<file path="src/rtl/spk_pkg.sv">
package spk_pkg;
  // strobes from the step sequencer to the vector datapath
  typedef struct packed {
    logic collect;  // step running, not all units reported yet
    logic push;     // all units reported: shift merged vector in
  } spkStrobe_t;
endpackage

</file>
<file path="src/rtl/spk_ctrl.sv">
module spk_ctrl
  import spk_pkg::*;
#(
  parameter int NUM_UNITS = 4
) (
  input  logic                 clk,
  input  logic                 rstN,
  input  logic                 stepTick,
  input  logic [NUM_UNITS-1:0] unitDone,
  output spkStrobe_t           str,
  output logic                 unitStart,
  output logic                 overrun
);
  typedef enum logic {S_IDLE, S_RUN} state_t;

  state_t               state;
  logic [NUM_UNITS-1:0] doneMask;
  logic                 allDone;

  assign allDone = &doneMask;

  always_comb begin
    str.collect = (state == S_RUN) && !allDone;
    str.push    = (state == S_RUN) && allDone;
  end

  always_ff @(posedge clk) begin
    if (!rstN) begin
      state     <= S_IDLE;
      doneMask  <= '0;
      unitStart <= 1'b0;
      overrun   <= 1'b0;
    end else begin
      unitStart <= 1'b0;
      case (state)
        S_IDLE: begin
          if (stepTick) begin
            state     <= S_RUN;
            doneMask  <= '0;
            unitStart <= 1'b1;
          end
        end
        S_RUN: begin
          if (stepTick) overrun <= 1'b1;
          if (allDone) state <= S_IDLE;
          else doneMask <= doneMask | unitDone;
        end
        default: state <= S_IDLE;
      endcase
    end
  end
endmodule

</file>
<file path="src/rtl/spk_path.sv">
module spk_path
  import spk_pkg::*;
#(
  parameter int NUM_UNITS     = 4,
  parameter int NEUR_PER_UNIT = 8,
  parameter int DELAY_STEPS   = 3
) (
  input  logic                                clk,
  input  logic                                rstN,
  input  spkStrobe_t                          str,
  input  logic [NUM_UNITS*NEUR_PER_UNIT-1:0]  unitSpikes,
  input  logic [NUM_UNITS-1:0]                unitDone,
  output logic [NUM_UNITS*NEUR_PER_UNIT-1:0]  fbSpikes,
  output logic [NUM_UNITS*NEUR_PER_UNIT-1:0]  hostSpikes,
  output logic                                hostValid
);
  localparam int TOTAL = NUM_UNITS * NEUR_PER_UNIT;

  logic [NEUR_PER_UNIT-1:0] slot [NUM_UNITS];
  logic [TOTAL-1:0]         staged;
  logic [TOTAL-1:0]         chain [DELAY_STEPS];

  // one staging slot per unit, loaded on that unit's done pulse
  for (genvar u = 0; u < NUM_UNITS; u++) begin : g_slot
    always_ff @(posedge clk) begin
      if (!rstN) slot[u] <= '0;
      else if (str.collect && unitDone[u])
        slot[u] <= unitSpikes[u*NEUR_PER_UNIT +: NEUR_PER_UNIT];
    end
    assign staged[u*NEUR_PER_UNIT +: NEUR_PER_UNIT] = slot[u];
  end

  // step-delay chain, advanced once per completed step
  always_ff @(posedge clk) begin
    if (!rstN) begin
      for (int i = 0; i < DELAY_STEPS; i++) chain[i] <= '0;
    end else if (str.push) begin
      chain[0] <= staged;
      for (int i = 1; i < DELAY_STEPS; i++) chain[i] <= chain[i-1];
    end
  end

  always_ff @(posedge clk) begin
    if (!rstN) begin
      hostSpikes <= '0;
      hostValid  <= 1'b0;
    end else begin
      hostValid <= str.push;
      if (str.push) hostSpikes <= staged;
    end
  end

  assign fbSpikes = chain[DELAY_STEPS-1];
endmodule

</file>
<file path="src/rtl/spike_net_reg.sv">
module spike_net_reg
  import spk_pkg::*;
#(
  parameter int NUM_UNITS     = 4,
  parameter int NEUR_PER_UNIT = 8,
  parameter int DELAY_STEPS   = 3
) (
  input  logic                                clk,
  input  logic                                rstN,
  input  logic                                stepTick,
  input  logic [NUM_UNITS*NEUR_PER_UNIT-1:0]  unitSpikes,
  input  logic [NUM_UNITS-1:0]                unitDone,
  output logic                                unitStart,
  output logic [NUM_UNITS*NEUR_PER_UNIT-1:0]  fbSpikes,
  output logic [NUM_UNITS*NEUR_PER_UNIT-1:0]  hostSpikes,
  output logic                                hostValid,
  output logic                                overrun
);
  spkStrobe_t str;

  spk_ctrl #(.NUM_UNITS(NUM_UNITS)) uCtrl (
    .clk(clk), .rstN(rstN), .stepTick(stepTick), .unitDone(unitDone),
    .str(str), .unitStart(unitStart), .overrun(overrun)
  );

  spk_path #(
    .NUM_UNITS(NUM_UNITS), .NEUR_PER_UNIT(NEUR_PER_UNIT), .DELAY_STEPS(DELAY_STEPS)
  ) uPath (
    .clk(clk), .rstN(rstN), .str(str), .unitSpikes(unitSpikes), .unitDone(unitDone),
    .fbSpikes(fbSpikes), .hostSpikes(hostSpikes), .hostValid(hostValid)
  );
endmodule

</file>
<file path="config.mk">
export PLATFORM = sky130hd
export DESIGN_NAME = spike_net_reg
export DESIGN_NICKNAME = d
export VERILOG_FILES = /design/src/rtl/spk_pkg.sv /design/src/rtl/spk_ctrl.sv /design/src/rtl/spk_path.sv /design/src/rtl/spike_net_reg.sv
export SDC_FILE = /design/constraint.sdc
export NUM_CORES = 1
export LEC_CHECK = 0
export BUFFER_PORTS_ARGS = -buffer_cell sky130_fd_sc_hd__buf_2
export CAP_MARGIN = 40
export CORE_MARGIN = 2
export CORE_UTILIZATION = 23
export CTS_CLUSTER_DIAMETER = 150
export CTS_CLUSTER_SIZE = 12
export DETAILED_ROUTE_END_ITERATION = 16
export PLACE_DENSITY = 0.45
export REMOVE_ABC_BUFFERS = 1
export SLEW_MARGIN = 20
export SYNTH_ARGS = -nofsm -noshare
export SYNTH_HDL_FRONTEND = slang
export SYNTH_SLANG_ARGS = --single-unit
export TNS_END_PERCENT = 5
</file>
<file path="constraint.sdc">
create_clock -name clk -period 4.51 [get_ports clk]
set_input_delay 0.6765 -clock clk [delete_from_list [all_inputs] [get_ports clk]]
set_output_delay 0.6765 -clock clk [all_outputs]
set_load 0.05 [all_outputs]
</file>
==> results.py, run 1 <==
metrics = {
    "run_status": {
        "status": "complete, no violations",
    },
    "logic_synthesis": {
        "ys.warnings.count": 0,
        "synth.distinct_cells": 22,
        "seq_area_frac_synth": 0.7374,
        "ys_ff_latch": 168,
        "syn_inst": 412,
        "netlist_area_sq_um": 6299,
        "syn_avg_cell_area_sq_um": 15.29,
    },
    "clock_tree": {
        "cts_setup_buffers": 0,
        "ctsHoldBuffers": 0,
        "clock_latency_ns": 0.42,
        "path_clk_slew_ns": 0.07,
        "cts_tree": "yes",
        "cts-root-buf": "clkbuf_16",
        "cts_resized": 0,
        "numCtsBuffers": 17,
        "htreeDepth": 4,
        "cts_buffer_depth": 2,
        "cts.sinks": 168,
    },
    "grt": {
        "grt_max_degree": 86,
        "gr-usage-all-layers": 0.08426,
        "antenna_found_initial": 0,
        "grt_overflow": 0,
        "grt_pass1_vias": 3216,
        "grt_pass1_wl_um": 18080,
    },
    "critical_path": {
        "criticalPathCategory": "reg2reg",
        "worstPathArrival_ns": 1.93,
        "critPathMaxStageDelay_ns": 0.37,
        "path_cells": "and4_4 -> a21oi_4 -> inv_4 -> buf_12",
        "worst_path_max_delay_cell": "dfxtp_1",
        "startpoint": "uCtrl.doneMask[2]",
        "path_max_fanout": 69,
        "r2r-start": "uCtrl.doneMask[2]",
        "worst_setup_path_start_kind": "register",
        "critPathCaptureType": "register",
        "cp.required_ns": 4.58,
        "r2r_cells": 4,
    },
    "worst_hold_path": {
        "worstHoldPathCells": 1,
        "min_from": "uPath.slot[2][4]",
        "hp-class": "reg2reg",
    },
    "cells_and_area": {
        "drive_above_1_share": 0.3030,
        "diodes": 0,
        "register_area_sq_um": 4644,
        "fillers": 2731,
        "most-common-layout-cells": "and2_1, edfxtp_1, buf_2, dfxtp_1, a22o_1",
        "area_growth_pct": 20.60,
        "nets": 531,
        "multiInputGateArea_sq_um": 1272,
    },
    "timing": {
        "rsz0062_at_grt": "false",
        "period_minus_slack_ns": 1.863,
        "min_period_over_period": 0.4130,
        "fmax_mhz": 536.8,
        "setup_viol": 0,
        "final_max_slew_viol_count": 0,
        "hold_violations": 0,
        "finalClockSkew_ns": 0.01023,
        "tightest_slew_ns": 0.7780,
        "fin_ws_ns": 2.647,
        "setup_tns_ns": 0,
        "slew_headroom": 0.4779,
    },
    "routing": {
        "drtIter0Drc": 140,
        "drc_errors": 0,
        "drtAntennaViolNets": 0,
        "post_drt_wl_per_cell_um": 13.77,
        "first_pass_iters": 4,
        "wl_um": 11650,
        "vias": 3234,
        "drt-vias-per-instance": 3.823,
    },
    "placed_design": {
        "pre_cts_slack_ns": 2.156,
        "portBuffers": 105,
        "dp_hpwl_um": 7714,
        "place_congestion": 0.6736,
    },
    "die": {
        "die_area_sq_um": 28730,
        "die_w_um": 169.5,
        "num_rows": 60,
        "die_h_um": 169.5,
        "initial_utilization": 0.2337,
        "core-area_sq_um": 26950,
        "pin_count": 106,
    },
    "power_and_ir_drop": {
        "power_switching_share": 0.2273,
        "p_int_mw": 2.584,
        "seqPwrFrac": 0.517,
        "comb_power_share": 0.038,
        "powerDensity_nw_per_um2": 440.3,
        "ir_worst_vdd_mv": 0.2110,
        "pwr-share-clk": 0.445,
        "p_sw_uw": 760.2,
        "cellLeakagePower_nw": 3.059,
    },
    "flow_run": {
        "maxCapViolCount": 0,
    },
}
-- critical path: cells and delay by family, from the launching register on --
kind / cells / cell delay [ns]
buffers and inverters: 2 / 0.65
AO/OA/AOI/OAI: 1 / 0.08
flip-flops: 1 / 0.37
AND/OR/NAND/NOR: 1 / 0.30
-- power by group through the flow --
stage	registers (mW)	logic (mW)	clock network, mW
after floorplan	1.80	0.0359	0
after global placement	1.76	0.129	0
after detailed placement	1.76	0.132	0
after CTS	1.73	0.132	1.54
after global routing	1.73	0.139	1.61
final	1.73	0.128	1.49
-- final cells by class --
cell class,instances,share of cell area
well taps,341,0.05617
flip-flops and latches,168,0.6114
multi-input cells,187,0.1675
repair buffers,112,0.08203
inverters,6,0.003294
clock inverters,15,0.02355
clock buffers,17,0.05600
-- synthesized netlist by cell type, drive strengths merged --
cell type,instances,area [sq um]
a22oi,4,30.03
and4,1,11.26
nand2,2,15.01
edfxtp,128,3844
inv,6,22.52
buf,50,360.3
clkbuf,1,3.750
nand2b,1,6.260
nand4,1,6.260
a22o,32,280.3
and2,128,800.8
nor3,4,40.04
dfxtp,40,800.8
a21oi,2,21.27
o21ai,4,20.02
nor2,7,28.78
o21a,1,7.510
-- flip-flops by register name (all words and copies together), names as in the netlist --
name and count:
uPath.chain 96, uPath.hostSpikes 32, uCtrl.doneMask 4, uCtrl.unitStart 1, uCtrl.overrun 1, uPath.hostValid 1
uCtrl.state 1, uPath.slot 32
-- routing by layer --
metal | part of all wire | up-vias | track usage
li1 | - | 1580 | -
met1 | 0.48 | 1558 | 0.1137
met2 | 0.44 | 86 | 0.1201
met3 | 0.063 | 10 | 0.03312
met4 | 0.018 | 0 | 0.03493
met5 | 0 | - | 0
-- final timing paths --
kind	slack (ns)	end
setup / recovery	2.65	uPath.chain[0][45]
hold / removal	0.47	uPath.hostSpikes[20]
setup reg to reg	2.65	uPath.chain[0][45]
hold reg to reg	0.47	uPath.hostSpikes[20]
-- cells by family after synthesis --
group,after synthesis,share of synthesized area
compound gates,43,0.05701
buf+inv,57,0.06138
flops,168,0.7374
simple gates,144,0.1442
-- through the flow --
stage	power [mW]	instance area (sq um)	hold WS [ns]	instances	util
global route	3.482	7596	0.4905	846	0.2818
CTS	3.403	7561	0.4744	844	0.2805
floorplan	1.837	5934	0.4521	361	-
global placement	1.892	6957	0.4558	812	0.2581
finish	3.345	7596	0.4732	846	0.2818
detailed placement	1.895	6957	0.4504	812	0.2581
(Power assumes the default switching activity.)
==> run 2: changes to the inputs <==
--- a/config.mk
+++ b/config.mk
@@ -5,6 +5,7 @@
 export SDC_FILE = /design/constraint.sdc
 export NUM_CORES = 1
 export LEC_CHECK = 0
+export ABC_AREA = 1
 export BUFFER_PORTS_ARGS = -buffer_cell sky130_fd_sc_hd__buf_2
 export CAP_MARGIN = 40
 export CORE_MARGIN = 2
==> constraint.sdc (replaced) <==
create_clock -name clk -period 1.9 [get_ports clk]
set_input_delay 0.285 -clock clk [delete_from_list [all_inputs] [get_ports clk]]
set_output_delay 0.285 -clock clk [all_outputs]
set_load 0.05 [all_outputs]
==> run 2 against run 1 <==
  * Via count is 14% higher
  * Hold slack worse by 0.35 ns
  * Final cell count is 24% higher
  * Sequential share of layout area is 2.1 points lower
  * Area after synthesis is 3.4% higher
  * Setup slack worse by 2.4 ns
  * Critical endpoint is now uPath.chain[0][10]
  * Combinational power grew to 3.0 times the previous value
  * Core utilization is 0.075 points higher
==> results.py, run 2 <==
metrics = {
    "placed_design": {
        "place_area_sq_um": 7252,
        "portBuffers": 105,
        "place_congestion": 0.6516,
        "dp_hpwl_um": 8215,
    },
    "logic_synthesis": {
        "synthArstFlopShare": 0,
        "seq_area_frac_synth": 0.7133,
        "yosys.area_share.simple": 0.1072,
        "syn_avg_cell_area_sq_um": 11.28,
        "yosysMostFrequentCell": "inv_1",
        "synth_edf_count": 128,
        "synth.distinct_cells": 14,
        "synth_adder_area_share": 0,
        "syn_inst": 577,
        "synth_compound_area_frac": 0.03747,
        "ys.warnings.count": 0,
        "ys_ff_latch": 168,
        "synthTopCellsByCount": "inv_1, nor2_1, edfxtp_1",
        "netlist_area_sq_um": 6511,
        "yosys-top-cells-area": "edfxtp_1, dfxtp_1, inv_1",
        "synth_ff_type": "edfxtp_1",
        "synth_top_family_by_area": "buffers and inverters",
        "netlist.area_leader.share": 0.5903,
        "synth-xor-area-share": 0,
        "synth_top_area_cell": "edfxtp_1",
        "synthMuxAreaShare": 0,
    },
    "clock_tree": {
        "cts_buffer_depth": 2,
        "ctsHoldBuffers": 0,
        "cts.sinks": 168,
        "path_clk_slew_ns": 0.06,
        "cts_setup_buffers": 0,
        "cts_resized": 0,
        "cts_tree": "yes",
        "clock_latency_ns": 0.42,
        "cts-root-buf": "clkbuf_16",
        "numCtsBuffers": 17,
        "htreeDepth": 4,
    },
    "grt": {
        "grt_pass1_wl_um": 19780,
        "grt_overflow": 0,
        "grt_max_degree": 73,
        "gr-usage-all-layers": 0.09104,
        "grt_pass1_vias": 3663,
        "antenna_found_initial": 4,
    },
    "timing": {
        "period_minus_slack_ns": 1.639,
        "final_max_slew_viol_count": 0,
        "finalClockSkew_ns": 0.01084,
        "hold_violations": 0,
        "tightest_slew_ns": 0.4719,
        "setup_viol": 0,
        "hold_slack_ns": 0.1190,
        "rsz0062_at_grt": "false",
        "slew_headroom": 0.6854,
        "fmax_mhz": 610.3,
        "min_period_over_period": 0.8624,
    },
    "cells_and_area": {
        "top_regs": "uPath.chain: 96 flops, uPath.hostSpikes: 32 flops, uPath.slot: 32 flops",
        "most-common-layout-cells": "inv_1, nor2_1, edfxtp_1, buf_2, nand2_1",
        "largest-register": "uPath.chain",
        "nets": 698,
        "fin_area_sq_um": 7873,
        "drive_above_1_share": 0.2351,
        "final_common_cell": "inv_1",
        "largest_reg_flops": 96,
        "area_growth_pct": 20.91,
        "fillers": 2907,
    },
    "power_and_ir_drop": {
        "cellLeakagePower_nw": 3.412,
        "powerDensity_nw_per_um2": 1031,
        "ir_worst_vdd_mv": 0.4915,
        "finalPower_mw": 8.119,
    },
    "run_status": {
        "status": "complete, no violations",
    },
    "critical_path": {
        "crit_family": "buffers and inverters",
        "worstPathArrival_ns": 1.76,
        "worst_path_max_delay_cell": "dfxtp_1",
        "critPathCaptureType": "register",
        "path_cells": "inv_1 -> nor3_2 -> nor2_4 -> inv_4 -> buf_12",
        "cp_num_buf_inv": 3,
        "worst_setup_path_start_kind": "register",
        "path_max_fanout": 25,
        "criticalPathCategory": "reg2reg",
        "cp.required_ns": 2.02,
        "critPathMaxStageDelay_ns": 0.35,
    },
    "die": {
        "initial_utilization": 0.2337,
        "num_rows": 61,
        "pin_count": 106,
        "core-area_sq_um": 27860,
        "die_h_um": 172.3,
        "die_w_um": 172.3,
        "die_area_sq_um": 29670,
    },
    "routing": {
        "vias": 3700,
        "first_pass_iters": 4,
        "wl_um": 12670,
        "drt-vias-per-instance": 3.517,
        "drtIter0Drc": 232,
        "drc_errors": 0,
        "post_drt_wl_per_cell_um": 12.04,
        "drtAntennaViolNets": 0,
    },
    "flow_run": {
        "maxCapViolCount": 0,
    },
    "worst_hold_path": {
        "hp-class": "in2reg",
    },
}
[run 2: cell count changes in the layout (fill, tap and decap cells not counted), sizes merged, moves of 29 or more]
| cell | delta |
|---|---|
| a22o | -32 |
| inv | +122 |
| nand2 | +45 |
| o21ai | +29 |
| nor2 | +124 |
| and2 | -128 |
[run 2: kinds of logic (layout without fill, tap and decap cells)]
| kind of cell | count (synthesis) | count (layout) |
|---|---|---|
| other cells | 0 | 2 |
| simple gates | 183 | 183 |
| buf+inv | 187 | 282 |
| compound gates | 39 | 39 |
| flops | 168 | 168 |
[run 2: final timing paths]
path / cells past startpoint / slack (ns) / endpoint / from
max: 5 / 0.26 / uPath.chain[0][10] / uCtrl.state
min: 3 / 0.12 / uCtrl.overrun / stepTick
max reg2reg: 5 / 0.26 / uPath.chain[0][10] / uCtrl.state
min reg2reg: 2 / 0.45 / uCtrl.doneMask[2] / uCtrl.doneMask[2]
[run 2: area by class of cell]
class	count	area (sq um)	share of cell area
timing repair buffer	113	660.6	0.08392
sequential	168	4644	0.5900
clock inverter	11	175.2	0.02225
multi-input combinational	222	957.2	0.1216
tap	378	473.0	0.06008
inverter	137	516.7	0.06564
clock buffer	21	440.4	0.05594
antenna	2	5.005	0.0006357
[run 2: through the flow]
step           setup TNS, ns    util  instances  worst slack [ns]
3_3_place_gp               0  0.2603       1018            0.2602
6_report                   0  0.2826       1052            0.2614
2_1_floorplan        -304.58       -        527            -1.828
5_1_grt                    0  0.2824       1050           0.09015
3_5_place_dp               0  0.2603       1018            0.2494
4_1_cts                    0  0.2824       1050            0.2367
[run 2: tightest hold or removal path, stage by stage]
cell and delay (ns):
buf_2 0.09, a21oi_1 0.05, nor2_1 0.07
[run 2: layer usage]
layer / vias to the layer above / share of wire / GRT usage
met5: - / 0.0017 / 0
met4: 4 / 0.013 / 0.03507
met3: 15 / 0.069 / 0.03433
met2: 83 / 0.46 / 0.1437
met1: 1686 / 0.46 / 0.1130
li1: 1912 / - / -
[run 2: report_power, final]
part	leakage (nW)	internal, mW	switching [mW]
Combinational	1.47	0.0950	0.283
Clock	0.291	2.21	1.44
Sequential	1.65	4.06	0.0337
==> run 3: changes to the inputs <==
--- a/config.mk
+++ b/config.mk
@@ -9,11 +9,11 @@
 export BUFFER_PORTS_ARGS = -buffer_cell sky130_fd_sc_hd__buf_2
 export CAP_MARGIN = 40
 export CORE_MARGIN = 2
-export CORE_UTILIZATION = 23
+export CORE_UTILIZATION = 30
 export CTS_CLUSTER_DIAMETER = 150
 export CTS_CLUSTER_SIZE = 12
 export DETAILED_ROUTE_END_ITERATION = 16
-export PLACE_DENSITY = 0.45
+export PLACE_DENSITY = 0.54
 export REMOVE_ABC_BUFFERS = 1
 export SLEW_MARGIN = 20
 export SYNTH_ARGS = -nofsm -noshare
==> run 3 against run 2 <==
  * Total power is 1.9% lower
  * Critical path depth stayed put
  * Core utilization is 8.0 points higher
  * Final cell count is 10% lower
  * Combinational power is 4% lower
==> results.py, run 3 (synthesis gave the netlist of run 2 again) <==
metrics = {
    "routing": {
        "post_drt_wl_per_cell_um": 11.83,
        "first_pass_iters": 4,
        "vias": 3688,
        "wl_um": 11180,
        "drtIter0Drc": 139,
        "drtAntennaViolNets": 0,
        "drc_errors": 0,
        "drt-vias-per-instance": 3.903,
    },
    "power_and_ir_drop": {
        "finalPower_mw": 7.967,
        "powerDensity_nw_per_um2": 1039,
        "cellLeakagePower_nw": 3.384,
        "ir_worst_vdd_mv": 0.5160,
    },
    "cells_and_area": {
        "diodes": 0,
        "largest-register": "uPath.chain",
        "nets": 696,
        "multiInputGateArea_sq_um": 957.2,
        "drive_above_1_share": 0.2358,
        "fillers": 2144,
        "register_area_sq_um": 4644,
        "utilization": 0.3626,
        "most-common-layout-cells": "inv_1, nor2_1, edfxtp_1, buf_2, nand2_1",
        "top_regs": "uPath.chain: 96 flops, uPath.hostSpikes: 32 flops, uPath.slot: 32 flops",
        "largest_reg_flops": 96,
        "area_growth_pct": 17.81,
        "final_common_cell": "inv_1",
    },
    "timing": {
        "setup_viol": 0,
        "finalClockSkew_ns": 0.006842,
        "min_period_over_period": 0.8632,
        "hold_violations": 0,
        "hold_slack_ns": 0.1199,
        "setup_tns_ns": 0,
        "tightest_slew_ns": 0.6722,
        "fin_ws_ns": 0.2599,
        "final_max_slew_viol_count": 0,
        "period_minus_slack_ns": 1.640,
        "fmax_mhz": 609.7,
        "rsz0062_at_grt": "false",
        "slew_headroom": 0.5519,
    },
    "worst_hold_path": {
        "hp-class": "in2reg",
        "min_from": "stepTick",
    },
    "placed_design": {
        "pre_cts_slack_ns": 0.2077,
        "place_congestion": 0.7426,
        "dp_hpwl_um": 7073,
        "portBuffers": 105,
    },
    "grt": {
        "grt_max_degree": 66,
        "grt_pass1_vias": 3674,
        "antenna_found_initial": 1,
        "grt_pass1_wl_um": 18040,
        "gr-usage-all-layers": 0.1050,
        "grt_overflow": 0,
    },
    "clock_tree": {
        "path_clk_slew_ns": 0.07,
        "clock_latency_ns": 0.42,
        "cts_resized": 0,
        "cts_setup_buffers": 0,
        "cts_tree": "yes",
        "ctsHoldBuffers": 0,
        "cts_buffer_depth": 2,
        "cts.sinks": 168,
        "htreeDepth": 4,
        "cts-root-buf": "clkbuf_16",
        "numCtsBuffers": 17,
    },
    "critical_path": {
        "path_max_fanout": 8,
        "startpoint": "uCtrl.doneMask[2]",
        "cp_num_buf_inv": 1,
        "worst_setup_path_start_kind": "register",
        "path_cells": "nand2_1 -> o21ai_0 -> inv_1 -> nand2_1 -> nand2_1",
        "worst_path_max_delay_cell": "dfxtp_1",
        "cp.required_ns": 1.99,
        "criticalPathCategory": "reg2reg",
        "critPathCaptureType": "register",
        "critPathMaxStageDelay_ns": 0.33,
        "path_common_cell": "nand2_1",
        "crit_family": "simple AND/OR/NAND/NOR gates",
        "worstPathArrival_ns": 1.73,
        "r2r-start": "uCtrl.doneMask[2]",
    },
    "die": {
        "num_rows": 53,
        "core-area_sq_um": 21150,
        "die_area_sq_um": 22900,
        "die_w_um": 151.3,
        "die_h_um": 151.3,
        "pin_count": 106,
        "initial_utilization": 0.3078,
    },
    "run_status": {
        "status": "complete, no violations",
    },
    "flow_run": {
        "maxCapViolCount": 0,
    },
}
==> run 3: cell count changes in the layout (fill, tap and decap cells not counted), sizes merged <==
| cell | previous run | this run |
|---|---|---|
| clkbuf | 21 | 17 |
| inv | 137 | 141 |
| buf | 113 | 111 |
| diode | 2 | 0 |
| bufinv | 4 | 3 |
| clkinv | 5 | 6 |
==> run 3: worst reg2reg max path, stage by stage (launching register included) <==
cell and delay [ns]:
dfxtp_1 0.33, nand2_1 0.08, o21ai_0 0.28, inv_1 0.23, nand2_1 0.14, nand2_1 0.25
==> run 3: report_power, final <==
group	internal (mW)	switching (mW)
Sequential	4.06	0.0307
Combinational	0.0870	0.274
Clock	2.07	1.44
Total	6.22	1.74
==> run 3: final timing paths <==
path	cells past startpoint	slack, ns	to
worst min register to register	2	0.45	uCtrl.doneMask[3]
worst max register to register	5	0.26	uPath.slot[3][7]
worst max-delay path	5	0.26	uPath.slot[3][7]
worst min-delay path	3	0.12	uCtrl.overrun
==> run 3: metal layers <==
| metal | up-vias | routed length, um | global-route usage |
|---|---|---|---|
| met5 | - | 12 | 0 |
| met4 | 2 | 223 | 0.04346 |
| met3 | 21 | 639 | 0.03554 |
| met2 | 76 | 5369 | 0.1751 |
| met1 | 1685 | 4938 | 0.1241 |
| li1 | 1904 | - | - |
==> run 3: layout make-up <==
type,instances,area share
Inverter,137,0.06736
Clock buffer,17,0.05546
Sequential cell,168,0.6054
Tap cell,275,0.04485
Multi-Input combinational cell,222,0.1248
Clock inverter,15,0.02283
Timing Repair Buffer,111,0.07927
==> run 3: metrics by stage <==
step           cells  instance area, sq um
2_1_floorplan    527                  6101
3_3_place_gp     913                  7071
3_5_place_dp     913                  7071
4_1_cts          945                  7671
5_1_grt          945                  7671
6_report         945                  7671
